[src/rtl/dmach_pkg.sv]
`timescale 1ns/1ps
package dmach_pkg;
  typedef enum logic [1:0] {XS_IDLE, XS_RD, XS_WR} xfer_st_t;

  localparam logic [2:0] MODE_NORMAL = 3'b110;

  localparam logic [2:0] SEL_SRC  = 3'd0;
  localparam logic [2:0] SEL_DST  = 3'd1;
  localparam logic [2:0] SEL_CNT  = 3'd2;
  localparam logic [2:0] SEL_CTLA = 3'd3;
  localparam logic [2:0] SEL_CTLB = 3'd4;
  localparam logic [2:0] SEL_STAT = 3'd5;

  // channel control word, bit 7 down to bit 0
  typedef struct packed {
    logic       irq_en;
    logic [2:0] mode;
    logic       src_dec;
    logic       src_step;
    logic       wsize;
    logic       chan_en;
  } ctla_t;

  // master control word, bit 5 down to bit 0
  typedef struct packed {
    logic [2:0] tsel;
    logic       dst_dec;
    logic       dst_step;
    logic       master_en;
  } ctlb_t;
endpackage

[src/rtl/dmach_addr_step.sv]
`timescale 1ns/1ps
module dmach_addr_step #(
  parameter int AW = 16
) (
  input  logic [AW-1:0] cur,
  input  logic          step_en,
  input  logic          dec,
  input  logic          wsize,
  output logic [AW-1:0] nxt
);
  logic [AW-1:0] delta;
  assign delta = wsize ? AW'(2) : AW'(1);

  always_comb begin
    if (!step_en)  nxt = cur;
    else if (dec)  nxt = cur - delta;
    else           nxt = cur + delta;
  end
endmodule

[src/rtl/dmach_regs.sv]
`timescale 1ns/1ps
module dmach_regs
  import dmach_pkg::*;
#(
  parameter int AW = 16,
  parameter int CW = 16,
  parameter int RW = 16
) (
  input  logic          clk,
  input  logic          rst,
  input  logic          reg_wr,
  input  logic          reg_rd,
  input  logic [2:0]    reg_sel,
  input  logic [RW-1:0] reg_wdata,
  output logic [RW-1:0] reg_rdata,
  input  logic          nmi,
  input  logic          unit_done,
  output logic [AW-1:0] src_q,
  output logic [AW-1:0] dst_q,
  output ctla_t         ctla,
  output ctlb_t         ctlb,
  output logic          done_q
);
  logic [CW-1:0] cnt_q;
  logic [CW-1:0] cnt_dec;
  logic [AW-1:0] src_nxt, dst_nxt;
  logic          arm_a, arm_b;
  logic [RW-1:0] rnext;

  assign cnt_dec = cnt_q - CW'(1);

  dmach_addr_step #(.AW(AW)) i_src_step (
    .cur(src_q), .step_en(ctla.src_step), .dec(ctla.src_dec),
    .wsize(ctla.wsize), .nxt(src_nxt)
  );

  dmach_addr_step #(.AW(AW)) i_dst_step (
    .cur(dst_q), .step_en(ctlb.dst_step), .dec(ctlb.dst_dec),
    .wsize(ctla.wsize), .nxt(dst_nxt)
  );

  always_comb begin
    case (reg_sel)
      SEL_SRC:  rnext = RW'(src_q);
      SEL_DST:  rnext = RW'(dst_q);
      SEL_CNT:  rnext = RW'(cnt_q);
      SEL_CTLA: rnext = RW'(ctla);
      SEL_CTLB: rnext = RW'(ctlb);
      SEL_STAT: rnext = RW'(done_q);
      default:  rnext = '0;
    endcase
  end

  always_ff @(posedge clk) begin
    if (rst) begin
      src_q     <= '0;
      dst_q     <= '0;
      cnt_q     <= '0;
      ctla      <= '0;
      ctlb      <= '0;
      done_q    <= 1'b0;
      arm_a     <= 1'b0;
      arm_b     <= 1'b0;
      reg_rdata <= '0;
    end else begin
      if (reg_rd) begin
        reg_rdata <= rnext;
        if (reg_sel == SEL_CTLA && !ctla.chan_en)   arm_a <= 1'b1;
        if (reg_sel == SEL_CTLB && !ctlb.master_en) arm_b <= 1'b1;
      end
      if (unit_done) begin
        src_q <= src_nxt;
        dst_q <= dst_nxt;
        cnt_q <= cnt_dec;
        if (cnt_dec == '0) begin
          ctla.chan_en <= 1'b0;
          done_q       <= 1'b1;
        end
      end
      if (reg_wr) begin
        case (reg_sel)
          SEL_SRC: src_q <= reg_wdata[AW-1:0];
          SEL_DST: dst_q <= reg_wdata[AW-1:0];
          SEL_CNT: cnt_q <= reg_wdata[CW-1:0];
          SEL_CTLA: begin
            ctla.irq_en   <= reg_wdata[7];
            ctla.mode     <= reg_wdata[6:4];
            ctla.src_dec  <= reg_wdata[3];
            ctla.src_step <= reg_wdata[2];
            ctla.wsize    <= reg_wdata[1];
            ctla.chan_en  <= reg_wdata[0] & (ctla.chan_en | arm_a);
            if (!reg_wdata[0]) done_q <= 1'b0;
            arm_a <= 1'b0;
          end
          SEL_CTLB: begin
            ctlb.tsel      <= reg_wdata[5:3];
            ctlb.dst_dec   <= reg_wdata[2];
            ctlb.dst_step  <= reg_wdata[1];
            ctlb.master_en <= reg_wdata[0] & (ctlb.master_en | arm_b);
            arm_b <= 1'b0;
          end
          default: ;
        endcase
      end
      if (nmi) begin
        ctlb.master_en <= 1'b0;
        arm_b          <= 1'b0;
      end
    end
  end
endmodule

[src/rtl/dmach_xfer.sv]
`timescale 1ns/1ps
module dmach_xfer
  import dmach_pkg::*;
#(
  parameter int AW = 16,
  parameter int DW = 16
) (
  input  logic          clk,
  input  logic          rst,
  input  logic          run_ok,
  input  logic          req_edge,
  input  logic [AW-1:0] src_a,
  input  logic [AW-1:0] dst_a,
  input  logic          wsize,
  input  logic          mem_ready,
  input  logic [DW-1:0] mem_rdata,
  output logic          mem_req,
  output logic          mem_we,
  output logic          mem_size,
  output logic [AW-1:0] mem_addr,
  output logic [DW-1:0] mem_wdata,
  output logic          unit_done
);
  localparam int BYTE_W = 8;

  xfer_st_t st;
  logic     pending;
  logic     start;

  assign start     = (st == XS_IDLE) && pending && run_ok;
  assign unit_done = (st == XS_WR) && mem_ready;

  always_ff @(posedge clk) begin
    if (rst) begin
      pending <= 1'b0;
    end else if (!run_ok) begin
      pending <= 1'b0;
    end else if (start) begin
      pending <= req_edge;
    end else if (req_edge) begin
      pending <= 1'b1;
    end
  end

  always_ff @(posedge clk) begin
    if (rst) begin
      st        <= XS_IDLE;
      mem_req   <= 1'b0;
      mem_we    <= 1'b0;
      mem_size  <= 1'b0;
      mem_addr  <= '0;
      mem_wdata <= '0;
    end else begin
      case (st)
        XS_IDLE: if (start) begin
          st       <= XS_RD;
          mem_req  <= 1'b1;
          mem_we   <= 1'b0;
          mem_addr <= src_a;
          mem_size <= wsize;
        end
        XS_RD: if (mem_ready) begin
          st        <= XS_WR;
          mem_we    <= 1'b1;
          mem_addr  <= dst_a;
          mem_wdata <= wsize ? mem_rdata
                             : {{(DW-BYTE_W){1'b0}}, mem_rdata[BYTE_W-1:0]};
        end
        XS_WR: if (mem_ready) begin
          st      <= XS_IDLE;
          mem_req <= 1'b0;
          mem_we  <= 1'b0;
        end
        default: st <= XS_IDLE;
      endcase
    end
  end
endmodule

[src/rtl/dmach_top.sv]
`timescale 1ns/1ps
module dmach_top
  import dmach_pkg::*;
#(
  parameter int ADDR_W = 16,
  parameter int CNT_W  = 16,
  parameter int DATA_W = 16,
  parameter int REG_W  = 16,
  parameter int TRIG_N = 8
) (
  input  logic              clk,
  input  logic              rst,
  input  logic              reg_wr,
  input  logic              reg_rd,
  input  logic [2:0]        reg_sel,
  input  logic [REG_W-1:0]  reg_wdata,
  output logic [REG_W-1:0]  reg_rdata,
  input  logic [TRIG_N-1:0] trig_in,
  input  logic              nmi,
  output logic              mem_req,
  output logic              mem_we,
  output logic              mem_size,
  output logic [ADDR_W-1:0] mem_addr,
  output logic [DATA_W-1:0] mem_wdata,
  input  logic              mem_ready,
  input  logic [DATA_W-1:0] mem_rdata,
  output logic              irq
);
  localparam int SEL_LINES = 8;

  ctla_t             ctla;
  ctlb_t             ctlb;
  logic [ADDR_W-1:0] src_q, dst_q, src_a, dst_a;
  logic              done;
  logic              unit_done;
  logic              run_ok;
  logic              master_en, irq_en;
  logic [SEL_LINES-1:0] trig_pad, trig_prev;
  logic              req_edge;

  for (genvar i = 0; i < SEL_LINES; i++) begin : g_pad
    if (i < TRIG_N) begin : g_on
      assign trig_pad[i] = trig_in[i];
    end else begin : g_off
      assign trig_pad[i] = 1'b0;
    end
  end

  always_ff @(posedge clk) begin
    if (rst) trig_prev <= '0;
    else     trig_prev <= trig_pad;
  end

  assign req_edge  = trig_pad[ctlb.tsel] & ~trig_prev[ctlb.tsel];
  assign master_en = ctlb.master_en;
  assign irq_en    = ctla.irq_en;
  assign run_ok    = master_en & ctla.chan_en & (ctla.mode == MODE_NORMAL);
  assign src_a     = ctla.wsize ? {src_q[ADDR_W-1:1], 1'b0} : src_q;
  assign dst_a     = ctla.wsize ? {dst_q[ADDR_W-1:1], 1'b0} : dst_q;

  dmach_regs #(.AW(ADDR_W), .CW(CNT_W), .RW(REG_W)) i_regs (
    .clk(clk), .rst(rst), .reg_wr(reg_wr), .reg_rd(reg_rd),
    .reg_sel(reg_sel), .reg_wdata(reg_wdata), .reg_rdata(reg_rdata),
    .nmi(nmi), .unit_done(unit_done), .src_q(src_q), .dst_q(dst_q),
    .ctla(ctla), .ctlb(ctlb), .done_q(done)
  );

  dmach_xfer #(.AW(ADDR_W), .DW(DATA_W)) i_xfer (
    .clk(clk), .rst(rst), .run_ok(run_ok), .req_edge(req_edge),
    .src_a(src_a), .dst_a(dst_a), .wsize(ctla.wsize),
    .mem_ready(mem_ready), .mem_rdata(mem_rdata), .mem_req(mem_req),
    .mem_we(mem_we), .mem_size(mem_size), .mem_addr(mem_addr),
    .mem_wdata(mem_wdata), .unit_done(unit_done)
  );

  always_ff @(posedge clk) begin
    if (rst) irq <= 1'b0;
    else     irq <= done & irq_en;
  end
endmodule

[config.mk]
export PLATFORM = sky130hd
export DESIGN_NAME = dmach_top
export DESIGN_NICKNAME = d
export VERILOG_FILES = /design/src/rtl/dmach_pkg.sv /design/src/rtl/dmach_addr_step.sv /design/src/rtl/dmach_regs.sv /design/src/rtl/dmach_xfer.sv /design/src/rtl/dmach_top.sv
export SDC_FILE = /design/constraint.sdc
export NUM_CORES = 1
export LEC_CHECK = 0
export BUFFER_PORTS_ARGS = -buffer_cell sky130_fd_sc_hd__clkbuf_2
export CAP_MARGIN = 10
export CORE_ASPECT_RATIO = 1.4
export CORE_MARGIN = 2
export CORE_UTILIZATION = 53
export DETAILED_ROUTE_END_ITERATION = 8
export PLACE_DENSITY = 0.77
export SLEW_MARGIN = 20
export SYNTH_ARGS = -nofsm -noshare
export SYNTH_HDL_FRONTEND = slang
export SYNTH_HIERARCHICAL = 1
export SYNTH_SLANG_ARGS = --single-unit
[constraint.sdc]
create_clock -name clk -period 2.5 [get_ports clk]
set_input_delay 0.125 -clock clk [delete_from_list [all_inputs] [get_ports clk]]
set_output_delay 0.125 -clock clk [all_outputs]
set_load 0.005 [all_outputs]
==> results of run 1 <==
==> per-layer routing <==
layer  wire length, um  track usage, %  up-vias
met5                 0               0        -
met4              1080            16.0        0
met3              1710            5.03       87
met2             11700            50.2      362
met1              9740            35.2     3709
li1                  -               -     3730
==> kinds of logic (layout without fill, tap and decap cells) <==
family          count (synthesis)  count (layout)
compound gates                239             239
xor+xnor                       39              39
fa+ha+maj                      34              34
buf+inv                        85             236
flops                         128             128
mux                            93              93
simple gates                  336             336
==> worst min-delay path: stages <==
cell and delay (ns):
clkbuf_2 0.11, nor2_1 0.10, a211oi_1 0.05
==> what timing repair did <==
action | 4_1_cts | 5_1_grt
buffers inserted | 1 | 4
hold buffers | 25 | 0
hold endpoints to repair | 26 | 0
gates resized for setup | 7 | 32
pin swaps | 6 | 19
setup endpoints to repair | 8 | 14
==> power by group through the flow <==
stage	registers [mW]	logic [mW]	clock network (mW)
finish	2.13	0.549	2.34
global route	2.14	0.593	2.46
CTS	2.13	0.523	2.37
detailed placement	2.17	0.486	0
global placement	2.17	0.481	0
floorplan	2.16	0.309	0
==> sequential cells by signal (all words and copies together) (netlist names), 2 cells and up <==
name              cells
i_regs/src_q         16
i_regs/cnt_q         16
i_xfer/mem_addr      16
i_xfer/mem_wdata     16
i_regs/reg_rdata     16
i_regs/dst_q         16
i_regs/ctlb           6
i_regs/ctla           8
i_xfer/st             2
trig_prev             8
==> cells in the mapped netlist, drive strengths merged (5+ instances only) <==
cell | count | area (um^2)
a211oi | 66 | 561
a21o | 14 | 105
a21oi | 83 | 423
a311oi | 5 | 43.8
and2 | 6 | 37.5
buf | 27 | 174
clkbuf | 38 | 143
dfxtp | 128 | 2560
ha | 32 | 400
inv | 20 | 75.1
mux2 | 26 | 300
mux2i | 62 | 621
mux4 | 5 | 113
nand2 | 102 | 385
nand2b | 6 | 37.5
nand3 | 22 | 110
nand4 | 6 | 37.5
nor2 | 97 | 364
nor2b | 33 | 206
nor3 | 20 | 150
nor3b | 5 | 37.5
nor4 | 8 | 56.3
o211ai | 5 | 37.5
o21ai | 26 | 130
or3 | 6 | 37.5
xnor2 | 25 | 219
xor2 | 14 | 123
==> through the flow <==
step           worst slack, ns  power, mW
4_1_cts               0.000979       5.02
5_1_grt                -0.0541       5.19
2_1_floorplan           0.0453       2.47
3_3_place_gp            -0.107       2.65
6_report               0.00876       5.02
3_5_place_dp            -0.139       2.66
==> final cells by class <==
type	count	area share [%]
tap	192	2.40
clock inverter	15	1.25
timing repair buffer	184	12.1
clock buffer	17	4.25
inverter	20	0.750
multi-input combinational	741	53.6
sequential	128	25.6
==> how the worst max path moves through the flow <==
| stage | from | cells after the start | end |
|---|---|---|---|
| final | i_regs/ctla[1] | 11 | i_regs/dst_q[14] |
| after global routing | i_regs/ctla[1] | 11 | i_regs/dst_q[14] |
| after CTS | i_regs/ctla[1] | 11 | i_regs/dst_q[14] |
| after detailed placement | i_regs/ctla[1] | 11 | i_regs/src_q[12] |
| after global placement | i_regs/ctla[1] | 11 | i_regs/src_q[12] |
| after floorplan | i_regs/ctla[1] | 11 | i_regs/dst_q[12] |
==> flow_summary.toml, run 1 <==
[run_status]
status = "complete, no violations"

[timing]
hold_slack_ns = 0.0126
period_share_pct = 99.6
final.setup.tns_ns = 0
skew_ns = 0.0117
rsz0062_at_grt = "yes"
maxSlewViolCount = 0
maxSlewHeadroom_pct = 55.7
tightestPinTransition_ns = 0.663
fmax_mhz = 401
finalSetupViolCount = 0
layout_min_cycle_time_ns = 2.49
hold_viol_final = 0

[synthesis]
muxShareOfSynthArea_pct = 12.7
synth_xor_area_share_pct = 4.19
syn_area_um2 = 8160
synth_top_family_by_area = "compound AO/OA/AOI/OAI gates"
synth_area_per_cell_um2 = 8.55
synthDistinctLibCells = 72
synthArstFlopShare_pct = 0
synth_compound_area_share_pct = 20.8
yosys_warnings = 6
syn_inst = 954
yosys.area_share.simple_pct = 20.7
synthesis.nets = 1037
ys.flop_type = "dfxtp_1"
ys_seq_area_share_pct = 31.4
ys_ff_latch = 128
synth_edf_count = 0
synth_fa_ha_area_share_pct = 5.40

[grt]
grt-ovfl-total = 0
grt_pass1_vias = 7480
antenna_found_initial = 0
grt_max_degree = 58
grt_first_pass_wirelength_um = 37700
grt_usage_pct = 29.5

[hold_path]
worstHoldPathType = "input port to flop"
hold_depth = 3
min_from = "reg_wdata[13]"
hold_end = "i_regs/cnt_q[13]"

[placed_design]
dpl_cell_area_um2 = 9000
dpl.hpwl_um = 16600
placed_cells = 1235
gp_congestion = 0.909
portBuffers = 100

[critical_path]
crit_type = "flop to flop"
crit_buf_inv = 1
cp_max_fo = 5
r2r_slack_ns = 0.009
end_kind = "flop"
crit_path_cell_trace = "inv_2, ha_4, fa_2, nand2b_4, a21oi_4, o31a_1, a31oi_2, xnor2_1, mux2_4, mux2i_1, a211oi_1"
path_delay_family = "compound AO/OA/AOI/OAI gates"
slowest_delay_ns = 0.36
crit_arrival_ns = 2.78
critPathRequiredTime_ns = 2.79
worst_setup_path_start_kind = "flop"
reg2reg_to = "i_regs/dst_q[14]"
r2r_cells = 11
crit_slowest_cell = "dfxtp_2"
r2r_start = "i_regs/ctla[1]"

[detailed_routing]
drt_iter0_markers = 469
via_per_inst = 6.08
drt-wirelength-per-cell_um = 18.7
ant_nets = 0
routed_wl_um = 24200
drtPass1Iterations = 5
num_vias = 7888
drcViolationCount = 0

[die]
die_area_um2 = 16400
fp.dieW_um = 109
initial_core_util_pct = 54.2
die_height_um = 151
core-area_um2 = 15100
io_pins = 101
rows = 53

[clock_tree]
cts_root_buf = "clkbuf_16"
clock_sinks = 128
htree_levels = 4
insertion_delay_ns = 0.42
path_clk_slew_ns = 0.06
cts_tree = "done"
cts_buffers = 17
clock_path_buffers = 2

[pwr]
power_frac_seq_pct = 42.5
p_int_mw = 3.62
combPwrFrac_pct = 10.9
switching_share_pct = 27.9
p_switching_mw = 1.40
ir_worst_vdd_uv = 398
p_clk_share_pct = 46.6
p_leak_nw = 3.96
p_per_area_nw_per_um2 = 501

[finish]
fin_cells = 1297
n_antenna_cell = 0
final_cell_mix = "dfxtp_1, nand2_1, clkbuf_2, nor2_1, a21oi_1"
post-route-util_pct = 66.5
fill_cells = 1187
area_delta_synth_final_pct = 22.8
final_area_um2 = 10000
drive_gt1_share_pct = 27.0
multi_input_area_um2 = 5370
final_common_cell = "dfxtp_1"
sequential_cell_area_um2 = 2570
finalNetCount = 1175

[run]
cap_violations = 0
Note: power is estimated with default switching activity, not from simulation.
==> run 2: changes to the inputs <==
- CORE_UTILIZATION: 53 -> 59
- PLACE_DENSITY: 0.77 -> 0.81
- clock period: 2.5 -> 2.67 ns (I/O delays scaled with it)
==> run 2 against run 1 <==
Net effect:
- register-to-register slack improved by 0.05 ns
- critical path depth did not move
- core utilization rose by 5.9 points
- routed wire length fell by 1.8%
- clock-buffer cell count rose by 1
- non-clock buffer count fell by 24
- flip-flop and latch count did not move
- via count fell by 0.58%
- highest routed layer unchanged
==> flow_summary.toml, run 2 (synthesized netlist as in run 1, its figures left out) <==
[detailed_routing]
via_per_inst = 6.21
drtPass1Iterations = 7
drcViolationCount = 0
num_vias = 7842
drt-wirelength-per-cell_um = 18.8
drt_iter0_markers = 671
ant_nets = 0
routed_wl_um = 23800

[timing]
layout_min_cycle_time_ns = 2.62
period_share_pct = 98.0
fmax_mhz = 382
maxSlewViolCount = 0
final.setup.tns_ns = 0
skew_ns = 0.0112
tightestPinTransition_ns = 0.694
maxSlewHeadroom_pct = 53.6
hold_viol_final = 0
rsz0062_at_grt = "no"
fin_ws_ns = 0.0545
finalSetupViolCount = 0

[clock_tree]
clock_path_buffers = 2
cts_buffers = 17
insertion_delay_ns = 0.42
htree_levels = 4
cts_root_buf = "clkbuf_16"
cts_tree = "done"
path_clk_slew_ns = 0.06
clock_sinks = 128

[die]
rows = 50
die_area_um2 = 14800
core-area_um2 = 13500
initial_core_util_pct = 60.6
fp.dieW_um = 103
io_pins = 101
die_height_um = 143

[critical_path]
r2r_cells = 11
crit_arrival_ns = 2.90
crit_buf_inv = 1
r2r_start = "i_regs/src_q[0]"
end_kind = "flop"
cp_max_fo = 5
slowest_delay_ns = 0.39
critPathRequiredTime_ns = 2.95
reg2reg_to = "i_regs/src_q[12]"
crit_path_cell_trace = "inv_1, ha_1, fa_1, nand2b_4, a21oi_2, o31a_1, a41oi_2, xnor2_1, mux2_4, mux2i_1, a211oi_1"
crit_type = "flop to flop"
r2r_slack_ns = 0.05
path_depth = 11
crit_slowest_cell = "fa_1"
worst_setup_path_start_kind = "flop"
path_delay_family = "compound AO/OA/AOI/OAI gates"

[finish]
area_delta_synth_final_pct = 19.4
n_antenna_cell = 0
final_cell_mix = "dfxtp_1, nand2_1, clkbuf_2, nor2_1, a21oi_1"
final_common_cell = "dfxtp_1"
drive_gt1_share_pct = 22.8
fill_cells = 995
fin_cells = 1263
finalNetCount = 1151
post-route-util_pct = 72.4

[grt]
antenna_found_initial = 0
grt_busiest_layer = "met2"
grt-ovfl-total = 0
use_met1_pct = 38.9
met2_usage_pct = 55.9
grt_max_degree = 55
grt_usage_pct = 32.2
grt_first_pass_wirelength_um = 37000
grt_pass1_vias = 7417
gr-usage-met3_pct = 5.38

[placed_design]
dpl.hpwl_um = 15800
placed_cells = 1205
place_ws_ns = -0.0177
gp_congestion = 0.940
portBuffers = 100

[pwr]
p_int_mw = 3.66
p_total_mw = 4.91
p_leak_nw = 3.86
power_frac_seq_pct = 40.8
combPwrFrac_pct = 9.8
ir_worst_vdd_uv = 405
p_per_area_nw_per_um2 = 504
switching_share_pct = 25.3
p_switching_mw = 1.24
p_clk_share_pct = 49.4

[hold_path]
worstHoldPathType = "input port to flop"
hold_end = "i_regs/ctla[6]"
min_from = "reg_wdata[6]"
hold_depth = 3

[run]
cap_violations = 0

[run_status]
status = "complete, no violations"
[run 2: cell types whose count changed in the layout (fill, tap and decap cells not counted), sizes merged]
| cell | delta |
|---|---|
| buf | -24 |
| bufinv | +3 |
| clkbuf | +1 |
| clkinv | -2 |
| clkinvlp | +1 |
| inv | -3 |
[run 2: worst register-to-register path, stage by stage (launching register included)]
cell,delay [ns]
dfxtp_1,0.33
inv_1,0.06
ha_1,0.22
fa_1,0.39
nand2b_4,0.16
a21oi_2,0.17
o31a_1,0.33
a41oi_2,0.16
xnor2_1,0.16
mux2_4,0.27
mux2i_1,0.14
a211oi_1,0.09
[run 2: repair_timing]
item                                    4_1_cts  5_1_grt
endpoints found under the hold margin        26        0
endpoints found under the setup margin        2       10
gates resized for setup                       1        4
pin swaps                                     2        6
setup buffers                                 1        0
hold buffers                                 25        0
[run 2: layer usage]
layer	routed length (um)	part of all wire (%)	up-vias
met5	0	0	-
met2	11900	50	403
met4	744	3.1	0
li1	-	-	3672
met3	1790	7.5	66
met1	9370	39	3701
[run 2: area by class of cell]
cell class              instances  area [um^2]  share of cell area [%]
multi-input cells             741         5220                    53.6
flip-flops and latches        128         2560                    26.3
clock inverters                14          180                    1.85
repair buffers                160         1030                    10.6
clock buffers                  18          439                    4.51
well taps                     182          228                    2.34
inverters                      20         75.1                   0.771
[run 2: how the worst max path moves through the flow]
| stage | to | slack (ns) | from |
|---|---|---|---|
| 6_report | i_regs/src_q[12] | 0.05 | i_regs/src_q[0] |
| 5_1_grt | i_regs/src_q[12] | 0.002 | i_regs/src_q[0] |
| 4_1_cts | i_regs/dst_q[12] | 0.002 | i_regs/ctla[1] |
| 3_5_place_dp | i_regs/src_q[12] | -0.02 | i_regs/ctla[1] |
| 3_3_place_gp | i_regs/dst_q[12] | 0.07 | i_regs/ctla[1] |
| 2_1_floorplan | i_regs/dst_q[12] | 0.03 | i_regs/ctlb[2] |
[run 2: through the flow]
| stage | cell area, um^2 | hold slack (ns) |
|---|---|---|
| 2_1_floorplan | 8160 | 0.205 |
| 3_3_place_gp | 8840 | 0.323 |
| 3_5_place_dp | 8840 | 0.323 |
| 4_1_cts | 9720 | 0.0135 |
| 5_1_grt | 9740 | 0.0327 |
| 6_report | 9740 | 0.0314 |
[run 2: power by group through the flow]
stage          Sequential (mW)  Combinational [mW]  Clock, mW
5_1_grt                   2.01               0.516       2.54
3_5_place_dp              2.04               0.430          0
4_1_cts                   2.00               0.464       2.45
3_3_place_gp              2.04               0.424          0
2_1_floorplan             2.03               0.289          0
6_report                  2.00               0.480       2.42
